## src/rtl/wdog_pkg.sv

```systemverilog
package wdog_pkg;

    // Key bytes: order matters, first then second
    localparam logic [7:0] KEY_FIRST  = 8'h1E;
    localparam logic [7:0] KEY_SECOND = 8'hE1;

    // Control FSM
    typedef enum logic [1:0] {
        WD_OFF  = 2'd0,
        WD_RUN  = 2'd1,
        WD_FIRE = 2'd2
    } wd_state_e;

    // Key recogniser FSM
    typedef enum logic {
        KS_IDLE = 1'b0,
        KS_HALF = 1'b1
    } ks_state_e;

    // Pulse stretcher FSM
    typedef enum logic {
        PS_IDLE = 1'b0,
        PS_BUSY = 1'b1
    } ps_state_e;

endpackage

```

## src/rtl/wdog_keyseq.sv

```systemverilog
module wdog_keyseq
    import wdog_pkg::*;
#(
    parameter int DW = 8,
    parameter logic [DW-1:0] K1 = KEY_FIRST,
    parameter logic [DW-1:0] K2 = KEY_SECOND
) (
    input  logic          clk,
    input  logic          rst_n,
    input  logic          flush_i,
    input  logic          wr_i,
    input  logic [DW-1:0] wdata_i,
    output logic          match_o
);

    ks_state_e state_q, state_d;

    // next-state
    always_comb begin
        state_d = state_q;
        if (flush_i) begin
            state_d = KS_IDLE;
        end else if (wr_i) begin
            unique case (state_q)
                KS_IDLE: state_d = (wdata_i == K1) ? KS_HALF : KS_IDLE;
                KS_HALF: state_d = (wdata_i == K1) ? KS_HALF : KS_IDLE;
                default: state_d = KS_IDLE;
            endcase
        end
    end

    // state register
    always_ff @(posedge clk or negedge rst_n) begin
        if (!rst_n) state_q <= KS_IDLE;
        else        state_q <= state_d;
    end

    // outputs
    always_comb begin
        match_o = 1'b0;
        unique case (state_q)
            KS_IDLE: match_o = 1'b0;
            KS_HALF: match_o = wr_i && !flush_i && (wdata_i == K2);
            default: match_o = 1'b0;
        endcase
    end

    // a stray write (neither key byte) leaves no half-key behind
    assert_stray_aborts_R4: assert property (@(posedge clk) disable iff (!rst_n)
        (wr_i && wdata_i != K1 && wdata_i != K2) |=> (state_q == KS_IDLE));

    // flushing blocks completion on the next cycle
    assert_flush_clears_R10: assert property (@(posedge clk) disable iff (!rst_n)
        flush_i |=> (state_q == KS_IDLE));

endmodule

```

## src/rtl/wdog_cycctr.sv

```systemverilog
module wdog_cycctr #(
    parameter int W = 14
) (
    input  logic clk,
    input  logic rst_n,
    input  logic clr_i,
    input  logic en_i,
    output logic full_o
);

    localparam logic [W-1:0] CMAX = {W{1'b1}};

    logic [W-1:0] cnt_q;

    always_ff @(posedge clk or negedge rst_n) begin
        if (!rst_n)        cnt_q <= '0;
        else if (clr_i)    cnt_q <= '0;
        else if (en_i && cnt_q != CMAX) cnt_q <= cnt_q + 1'b1;
    end

    always_comb full_o = (cnt_q == CMAX);

    // one step per enabled cycle
    assert_step_R5: assert property (@(posedge clk) disable iff (!rst_n)
        (en_i && !clr_i && cnt_q != CMAX) |=> (cnt_q == $past(cnt_q) + 1'b1));

    // no enable, no movement
    assert_hold_R11: assert property (@(posedge clk) disable iff (!rst_n)
        (!en_i && !clr_i) |=> $stable(cnt_q));

    // a clear returns the count to zero
    assert_clear_R6: assert property (@(posedge clk) disable iff (!rst_n)
        clr_i |=> (cnt_q == '0));

endmodule

```

## src/rtl/wdog_stretch.sv

```systemverilog
module wdog_stretch
    import wdog_pkg::*;
#(
    parameter int LEN_A = 98,
    parameter int LEN_B = 196
) (
    input  logic clk,
    input  logic rst_n,
    input  logic start_i,
    input  logic sel_i,
    output logic active_o,
    output logic done_o
);

    localparam int LMAX = (LEN_A > LEN_B) ? LEN_A : LEN_B;
    localparam int PW   = $clog2(LMAX + 1);
    localparam logic [PW-1:0] LAST_A = PW'(LEN_A - 1);
    localparam logic [PW-1:0] LAST_B = PW'(LEN_B - 1);

    ps_state_e     state_q, state_d;
    logic [PW-1:0] pcnt_q;
    logic [PW-1:0] last_q;
    logic [PW-1:0] last_sel;
    logic          at_end;

    // length pick: a parameter decides whether the mode input matters at all
    generate
        if (LEN_A == LEN_B) begin : g_fixed
            always_comb last_sel = LAST_A;
        end else begin : g_mode
            always_comb last_sel = sel_i ? LAST_B : LAST_A;
        end
    endgenerate

    always_comb at_end = (pcnt_q == last_q);

    always_comb begin
        state_d = state_q;
        unique case (state_q)
            PS_IDLE: if (start_i) state_d = PS_BUSY;
            PS_BUSY: if (at_end)  state_d = PS_IDLE;
            default: state_d = PS_IDLE;
        endcase
    end

    always_ff @(posedge clk or negedge rst_n) begin
        if (!rst_n) begin
            state_q <= PS_IDLE;
            pcnt_q  <= '0;
            last_q  <= LAST_A;
        end else begin
            state_q <= state_d;
            if (state_q == PS_IDLE && start_i) begin
                pcnt_q <= '0;
                last_q <= last_sel;
            end else if (state_q == PS_BUSY && !at_end) begin
                pcnt_q <= pcnt_q + 1'b1;
            end
        end
    end

    always_comb begin
        active_o = 1'b0;
        done_o   = 1'b0;
        unique case (state_q)
            PS_IDLE: begin active_o = 1'b0; done_o = 1'b0;   end
            PS_BUSY: begin active_o = 1'b1; done_o = at_end; end
            default: begin active_o = 1'b0; done_o = 1'b0;   end
        endcase
    end

    // the running count never passes the latched length
    assert_len_bound_R8: assert property (@(posedge clk) disable iff (!rst_n)
        active_o |-> (pcnt_q <= last_q));

    // a finished pulse drops the next cycle
    assert_ends_R8: assert property (@(posedge clk) disable iff (!rst_n)
        done_o |=> !active_o);

endmodule

```

## src/rtl/keyed_wdog.sv

```systemverilog
module keyed_wdog
    import wdog_pkg::*;
#(
    parameter int CNT_W     = 14,
    parameter int DATA_W    = 8,
    parameter int PULSE_SHT = 98,
    parameter int PULSE_LNG = 196
) (
    input  logic              clk,
    input  logic              rst_n,
    input  logic              tick_i,
    input  logic              wr_i,
    input  logic [DATA_W-1:0] wdata_i,
    input  logic              mode12_i,
    output logic              rst_pulse_o,
    output logic              armed_o
);

    localparam logic [DATA_W-1:0] K1 = DATA_W'(KEY_FIRST);
    localparam logic [DATA_W-1:0] K2 = DATA_W'(KEY_SECOND);

    wd_state_e state_q, state_d;
    logic      key_ok;
    logic      cnt_full;
    logic      cnt_clr;
    logic      cnt_en;
    logic      fire_start;
    logic      pulse_act;
    logic      pulse_done;
    logic      key_flush;

    always_comb begin
        key_flush  = (state_q == WD_FIRE);
        cnt_clr    = (state_q != WD_RUN) || key_ok;
        cnt_en     = (state_q == WD_RUN) && tick_i;
        fire_start = (state_q == WD_RUN) && cnt_full;
    end

    wdog_keyseq #(
        .DW (DATA_W),
        .K1 (K1),
        .K2 (K2)
    ) u_key (
        .clk     (clk),
        .rst_n   (rst_n),
        .flush_i (key_flush),
        .wr_i    (wr_i),
        .wdata_i (wdata_i),
        .match_o (key_ok)
    );

    wdog_cycctr #(
        .W (CNT_W)
    ) u_cnt (
        .clk    (clk),
        .rst_n  (rst_n),
        .clr_i  (cnt_clr),
        .en_i   (cnt_en),
        .full_o (cnt_full)
    );

    wdog_stretch #(
        .LEN_A (PULSE_SHT),
        .LEN_B (PULSE_LNG)
    ) u_pulse (
        .clk      (clk),
        .rst_n    (rst_n),
        .start_i  (fire_start),
        .sel_i    (mode12_i),
        .active_o (pulse_act),
        .done_o   (pulse_done)
    );

    // next-state: arm, expire, release
    always_comb begin
        state_d = state_q;
        unique case (state_q)
            WD_OFF:  if (key_ok)     state_d = WD_RUN;
            WD_RUN:  if (cnt_full)   state_d = WD_FIRE;
            WD_FIRE: if (pulse_done) state_d = WD_OFF;
            default: state_d = WD_OFF;
        endcase
    end

    // state register
    always_ff @(posedge clk or negedge rst_n) begin
        if (!rst_n) state_q <= WD_OFF;
        else        state_q <= state_d;
    end

    // outputs
    always_comb begin
        rst_pulse_o = 1'b0;
        armed_o     = 1'b0;
        unique case (state_q)
            WD_OFF:  begin rst_pulse_o = 1'b0; armed_o = 1'b0; end
            WD_RUN:  begin rst_pulse_o = 1'b0; armed_o = 1'b1; end
            WD_FIRE: begin rst_pulse_o = 1'b1; armed_o = 1'b0; end
            default: begin rst_pulse_o = 1'b0; armed_o = 1'b0; end
        endcase
    end

    // both outputs quiet while reset is held
    always @(posedge clk) begin
        if (!rst_n) begin
            assert_quiet_in_reset_R1: assert (!armed_o && !rst_pulse_o);
        end
    end

    // disarmed never leads straight to a pulse
    assert_no_fire_when_off_R3: assert property (@(posedge clk) disable iff (!rst_n)
        (!armed_o && !rst_pulse_o) |=> !rst_pulse_o);

    // armed persists until the counter is full
    assert_stays_armed_R7: assert property (@(posedge clk) disable iff (!rst_n)
        (armed_o && !cnt_full) |=> armed_o);

    // a full counter while armed starts the pulse next cycle
    assert_full_fires_R5: assert property (@(posedge clk) disable iff (!rst_n)
        (armed_o && cnt_full) |=> rst_pulse_o);

    // the pin pulse and the stretcher agree
    assert_pulse_match_R8: assert property (@(posedge clk) disable iff (!rst_n)
        rst_pulse_o == pulse_act);

    // pulse end leaves the block disarmed
    assert_release_off_R9: assert property (@(posedge clk) disable iff (!rst_n)
        $fell(rst_pulse_o) |-> !armed_o);

endmodule

```

## config.mk

```make
export PLATFORM = sky130hd
export DESIGN_NAME = keyed_wdog
export DESIGN_NICKNAME = d
export VERILOG_FILES = /design/src/rtl/wdog_pkg.sv /design/src/rtl/wdog_keyseq.sv /design/src/rtl/wdog_cycctr.sv /design/src/rtl/wdog_stretch.sv /design/src/rtl/keyed_wdog.sv
export SDC_FILE = /design/constraint.sdc
export NUM_CORES = 1
export LEC_CHECK = 0
export BUFFER_PORTS_ARGS = -buffer_cell sky130_fd_sc_hd__buf_2
export CORE_MARGIN = 1
export CORE_UTILIZATION = 50
export CTS_CLUSTER_SIZE = 10
export DETAILED_ROUTE_END_ITERATION = 10
export MAX_ROUTING_LAYER = met4
export PLACE_DENSITY = 0.71
export SETUP_SLACK_MARGIN = 0.15
export SLEW_MARGIN = 5
export SYNTH_ARGS = -nofsm -noshare
export SYNTH_HDL_FRONTEND = slang
export SYNTH_SLANG_ARGS = --single-unit
```

## constraint.sdc

```tcl
create_clock -name clk -period 1.54 [get_ports clk]
set_input_delay 0.462 -clock clk [delete_from_list [all_inputs] [get_ports clk]]
set_output_delay 0.462 -clock clk [all_outputs]
set_load 0.05 [all_outputs]
```

==> metrics.cfg, run 1 <==
[sta]
maxSlewHeadroom_pct=72.4
maxSlewViolCount=0
min_period_ps=1700
worstMarginPinSlew_ps=410
finalSetupViolations=26
timing.fmax_mhz=589
final_hold_viol_count=0
min_period_over_period_pct=110
setup_ws_ps=-158
fin_skew_ps=8.65
rsz0062_at_grt=true
fin_setup_tns_ps=-1750

[yosys]
synth.distinct_cells=55
ys_seq_area_share_pct=41.3
netlist.top_cell.by_area=dfrtp_1
synthesis.area_um2=1700
synth_top_cell_area_share_pct=39.7
synth-edff-count=0
yosys.cell_count.top_type=dfrtp_1
synthArstFlopShare_pct=100
ys_top_cells_by_count=dfrtp_1, nand2_1, nand3_1
synth_nets=183
avgSynthCellArea_um2=10.1
ys.flop_type=dfrtp_1
syn_inst=168
yosysWarnings=0
synth_area_leaders=dfrtp_1, a21oi_2, nand3_1
synth_seq_cells=28

[detailed_routing]
dr.pass1.iters=4
routed_via_density=6.13
via_count=1728
drt_iter0_markers=128
drc=0
ant_nets=0
drt_wl_total_um=5170
wl_per_cell_um=18.3

[layout]
drive_gt1_share_pct=54.2
nFillCells=162
num_antenna_cells=0
area_growth_pct=50.4
fin_area_um2=2560
num-nets-final=254

[clock_network]
clock-sinks=28
clk_root_buffer_cell=clkbuf_4
cts_tree=built
htree_levels=1
clk_pin_slew_ps=160
worstSkewPairLatency_ps=330
ctsHoldBuffers=0
clk_path_buf_depth=2
numCtsBuffers=3

[global_route]
top_usage_layer=met2
grt_pass1_wl_um=7430
grtUsageMet3_pct=3.41
grt_pass1_vias=1638
use_met2_pct=47.9
grt_antenna_before_repair=0
grt_max_degree=17
gr-total-overflow=0
grt_usage_pct=28.2
use_met1_pct=35.3

[critical_path]
critPathMaxStageDelay_ps=450
worstPathCellList=ha_4 -> nand3_4 -> buf_4 -> buf_4 -> nor3_1 -> buf_4 -> or3_1 -> a21oi_1
reg2regPathDepth=8
regToRegStartpoint=u_cnt.cnt_q[0]
startpoint_type=flip-flop
cp_num_buf_inv=3
cp.required_ps=1800
crit_slowest_cell=dfrtp_1
r2r_end=u_cnt.cnt_q[9]
reg2reg_slack_ps=-160
cp-end-kind=flip-flop
cpMostUsedCell=buf_4
crit_fanout=5
crit_family=simple AND/OR/NAND/NOR gates
cp.arrival_ps=1960
cp.depth=8
worstSetupPathType=flip-flop to flip-flop

[run]
maxCapViolCount=0

[power_and_ir_drop]
peakVddDrop_mv=0.366
p_per_area_nw_per_um2=502
p_leak_nw=1.11

[place]
port_buffers=14
gp_congestion=0.841
dpl_cell_area_um2=2110
dp.final_hpwl_um=3010
post-place-ws_ps=-312

[floorplanning]
boundaryPins=15
die_area_um2=3640
die_x_um=60.3
core.rowCount=20
start_util_pct=54.4
core_um2=3130
die_y_um=60.3

[status]
status=finished with violations
violations=negative setup slack

[worst_hold_path]
worstHoldPathType=primary input to async pin

## per-layer routing
metal  share of wire [%]  up-vias
met3                 5.6       21
li1                    -      779
met1                  40      848
met2                  52       80
met4                 3.0        0
met5                   0        -
## through the flow
step           instances  hold WS, ps  total power [mW]  util [%]
2_1_floorplan        168          166             0.758         -
3_3_place_gp         259          379             0.798      67.5
3_5_place_dp         259          388             0.801      67.5
4_1_cts              273         8.10              1.29      77.2
5_1_grt              282         6.38              1.33      81.8
6_report             282         4.74              1.29      81.8
## worst max path at each step
stage	start	end	slack, ps
finish	u_cnt.cnt_q[0]	u_cnt.cnt_q[9]	-160
global placement	wdata_i[1]	u_cnt.cnt_q[7]	-290
CTS	u_cnt.cnt_q[0]	u_cnt.cnt_q[6]	-130
floorplan	wdata_i[1]	u_cnt.cnt_q[7]	-160
detailed placement	wdata_i[1]	u_cnt.cnt_q[7]	-310
global route	u_cnt.cnt_q[0]	u_cnt.cnt_q[9]	-200
## placed cells by master, fill, tap and decap left out, drive strengths merged, types with 4 or more instances in the layout
cell type,count
nor4,4
dfrtp,27
inv,6
buf,73
nand2,12
nor2,9
nand3,11
o31ai,7
nand2b,4
a21oi,16
nand4,5
and3,6
or3,5
xor2,5
or4,5
## cell type report
type,instances,area (µm²),share of cell area [%]
clock buffer,3,22.5,0.880
clock inverter,1,30.0,1.17
inverter,6,22.5,0.880
multi-input combinational,127,1120,43.9
sequential,28,703,27.5
tap,44,55.1,2.15
timing repair buffer,73,602,23.5
## where the power goes
| group | internal (mW) | switching, mW | total [mW] |
|---|---|---|---|
| clock | 0.263 | 0.229 | 0.492 |
| combinational | 0.0270 | 0.0304 | 0.0574 |
| sequential | 0.736 | 0.0000877 | 0.736 |
| total | 1.03 | 0.260 | 1.29 |
## sequential cells by signal (all words and copies together) (netlist names)
name	flops
u_pulse.state_q	1
u_cnt.cnt_q	14
state_q	2
u_pulse.last_q	2
u_pulse.pcnt_q	8
u_key.state_q	1
## logic make-up (layout without fill, tap and decap cells)
kind of cell | Yosys count | count (layout) | share of synthesized area [%]
flip-flops | 28 | 28 | 41.3
XOR/XNOR | 6 | 6 | 3.09
AO/OA/AOI/OAI | 38 | 38 | 17.6
adder cells (fa/ha/maj) | 2 | 2 | 1.47
multiplexers | 4 | 4 | 2.50
AND/OR/NAND/NOR | 77 | 77 | 28.7
buffers and inverters | 13 | 83 | 5.37
## what timing repair did
action | CTS | global route
gates cloned | 1 | 0
pin swaps | 14 | 11
resized for setup | 39 | 17
buffers inserted | 9 | 9
setup endpoints to repair | 29 | 29
endpoints found under the hold margin | 0 | 0
Power figures use the tool's default switching activity.
==> inputs of run 2 (changes only) <==
==> constraint.sdc (replaced) <==
create_clock -name clk -period 1.54 [get_ports clk]
set_input_delay 0.077 -clock clk [delete_from_list [all_inputs] [get_ports clk]]
set_output_delay 0.077 -clock clk [all_outputs]
set_load 0.05 [all_outputs]
==> metrics.cfg, run 2 (synthesized netlist as in run 1, its figures left out) <==
[detailed_routing]
drc=0  ; unchanged
dr.pass1.iters=4  ; unchanged
ant_nets=0  ; unchanged
via_count=1746  ; was 1728
drt_wl_total_um=5590  ; was 5170 µm
wl_per_cell_um=19.4  ; was 18.3 µm
routed_via_density=6.06  ; was 6.13
drt_iter0_markers=64  ; was 128

[worst_hold_path]
min_from=wr_i
worstHoldPathType=primary input to flip-flop  ; was primary input to async pin
whs_endpoint=u_key.state_q
hold_depth=3

[critical_path]
reg2regPathDepth=7  ; was 8
worstSetupPathType=flip-flop to flip-flop  ; unchanged
crit_slowest_cell=dfrtp_1  ; unchanged
crit_family=simple AND/OR/NAND/NOR gates  ; unchanged
cp.depth=7  ; was 8
regToRegStartpoint=u_cnt.cnt_q[1]  ; was u_cnt.cnt_q[0]
cp.required_ps=1830  ; was 1800 ps
startpoint_type=flip-flop  ; unchanged
worstPathCellList=ha_4 -> nand3_4 -> nor4_4 -> buf_4 -> buf_6 -> or3b_4 -> a21oi_2  ; was ha_4 -> nand3_4 -> buf_4 -> buf_4 -> nor3_1 -> buf_4 -> or3_1 -> a21oi_1
reg2reg_slack_ps=-110  ; was -160 ps
critPathMaxStageDelay_ps=450  ; about the same
crit_fanout=5  ; unchanged
cp_num_buf_inv=2  ; was 3
cp.arrival_ps=1930  ; was 1960 ps
cp-end-kind=flip-flop  ; unchanged
r2r_end=u_cnt.cnt_q[1]  ; was u_cnt.cnt_q[9]

[layout]
num-nets-final=260  ; was 254
mostFrequentLayoutCells=buf_4, dfrtp_1, a21oi_2  ; unchanged
drive_gt1_share_pct=62.3  ; was 54.2%
final_common_cell=buf_4  ; unchanged
reg_top3=u_cnt.cnt_q: 14 flops, u_pulse.pcnt_q: 8 flops  ; unchanged
num_antenna_cells=0  ; unchanged
largest_reg_flops=14  ; unchanged
regMostFlops=u_cnt.cnt_q  ; unchanged
nFillCells=147  ; was 162
area_growth_pct=57.4  ; was 50.4%

[floorplanning]
die_y_um=60.3  ; unchanged
die_area_um2=3640  ; unchanged
core_um2=3130  ; unchanged
die_x_um=60.3  ; unchanged
core.rowCount=20  ; unchanged
boundaryPins=15  ; unchanged
start_util_pct=54.4  ; unchanged

[clock_network]
numCtsBuffers=3  ; unchanged
clock-sinks=28  ; unchanged
worstSkewPairLatency_ps=340  ; was 330 ps
clk_pin_slew_ps=160  ; about the same
clk_path_buf_depth=2  ; unchanged
cts_tree=built  ; unchanged
clk_root_buffer_cell=clkbuf_4  ; unchanged
htree_levels=1  ; unchanged

[sta]
finalSetupViolations=18  ; was 26
min_period_over_period_pct=107  ; was 110%
fin_setup_tns_ps=-1040  ; was -1750 ps
timing.fmax_mhz=608  ; was 589 MHz
rsz0062_at_grt=true  ; unchanged
final_hold_viol_count=0  ; unchanged
maxSlewHeadroom_pct=55.5  ; was 72.4%
worstMarginPinSlew_ps=667  ; was 410 ps
fin_skew_ps=2.53  ; was 8.65 ps
min_period_ps=1650  ; was 1700 ps
setup_ws_ps=-106  ; was -158 ps
maxSlewViolCount=0  ; unchanged

[power_and_ir_drop]
power_frac_seq_pct=57.1  ; was 57.3%
combPwrFrac_pct=3.8  ; was 4.5%
p_int_mw=1.02  ; was 1.03 mW
power.share.switching_pct=20.9  ; was 20.2%
p_leak_nw=1.13  ; was 1.11 nW
totalPowerFinal_mw=1.29  ; about the same
clkPwrFrac_pct=39.0  ; was 38.3%
peakVddDrop_mv=0.371  ; was 0.366 mV
switchingPower_uw=269  ; was 260 µW
p_per_area_nw_per_um2=481  ; was 502 nW/µm²

[status]
status=finished with violations  ; unchanged
violations=negative setup slack  ; unchanged

[global_route]
gr-total-overflow=0  ; unchanged
grt_pass1_vias=1661  ; was 1638
grt_usage_pct=29.2  ; was 28.2%
grt_antenna_before_repair=0  ; unchanged
grt_max_degree=29  ; was 17
grt_pass1_wl_um=7580  ; was 7430 µm

[place]
dp.final_hpwl_um=3140  ; was 3010 µm
gp_congestion=0.834  ; was 0.841
port_buffers=14  ; unchanged

[run]
maxCapViolCount=0  ; unchanged

run 2: changes by cell type in the layout (fill, tap and decap cells not counted), sizes merged:
cell and delta:
buf +4, dlygate4sd3 +2
run 2: worst max-delay path by stage:
stage | from | to | slack [ps]
6_report | u_cnt.cnt_q[1] | u_cnt.cnt_q[1] | -110
5_1_grt | u_cnt.cnt_q[4] | u_pulse.pcnt_q[0] | -150
4_1_cts | u_cnt.cnt_q[0] | u_cnt.cnt_q[1] | -50
3_5_place_dp | u_cnt.cnt_q[0] | u_pulse.last_q[1] | -130
3_3_place_gp | u_cnt.cnt_q[0] | u_pulse.last_q[1] | -100
2_1_floorplan | u_cnt.cnt_q[1] | u_pulse.last_q[1] | -150
run 2: timing repair:
item | in CTS | in global routing
endpoints found under the hold margin | 29 | 0
buffers inserted | 10 | 11
hold buffers | 2 | 0
endpoints found under the setup margin | 29 | 29
pin swaps | 27 | 10
resized for setup | 39 | 23
run 2: area by class of cell:
class / count / area [µm²] / share of cell area (%)
multi-input cells: 127 / 1210 / 45.3
flip-flops and latches: 28 / 706 / 26.4
repair buffers: 79 / 628 / 23.5
well taps: 44 / 55.1 / 2.06
clock inverters: 1 / 30.0 / 1.12
clock buffers: 3 / 22.5 / 0.841
inverters: 6 / 22.5 / 0.841
run 2: per-layer routing:
layer,global-route usage (%),part of all wire (%),wire [µm]
met5,-,0,0
met2,54.6,53,2970
met4,9.30,3.3,184
met1,32.0,40,2230
met3,3.20,3.7,209
run 2: power groups by stage:
stage | combinational [mW] | clock [mW] | sequential [mW]
CTS | 0.0481 | 0.500 | 0.736
floorplan | 0.00861 | 0 | 0.750
global route | 0.0554 | 0.536 | 0.736
detailed placement | 0.0436 | 0 | 0.749
global placement | 0.0414 | 0 | 0.749
finish | 0.0495 | 0.503 | 0.736
run 2: worst register-to-register path: stages, from the launching register on:
cell and delay (ps):
dfrtp_1 450, ha_4 190, nand3_4 100, nor4_4 50
buf_4 170, buf_6 120, or3b_4 390, a21oi_2 130
run 2: metrics by stage:
stage / util [%] / worst slack, ps / cell area [µm²] / instances / hold slack [ps]
after floorplan: - / -145 / 1810 / 168 / -219
after global placement: 69.8 / -98.0 / 2180 / 261 / 125
after detailed placement: 69.8 / -127 / 2180 / 261 / 136
after CTS: 79.6 / -51.0 / 2490 / 277 / 11.0
after global routing: 85.6 / -149 / 2680 / 288 / 38.9
final: 85.6 / -106 / 2680 / 288 / 22.2
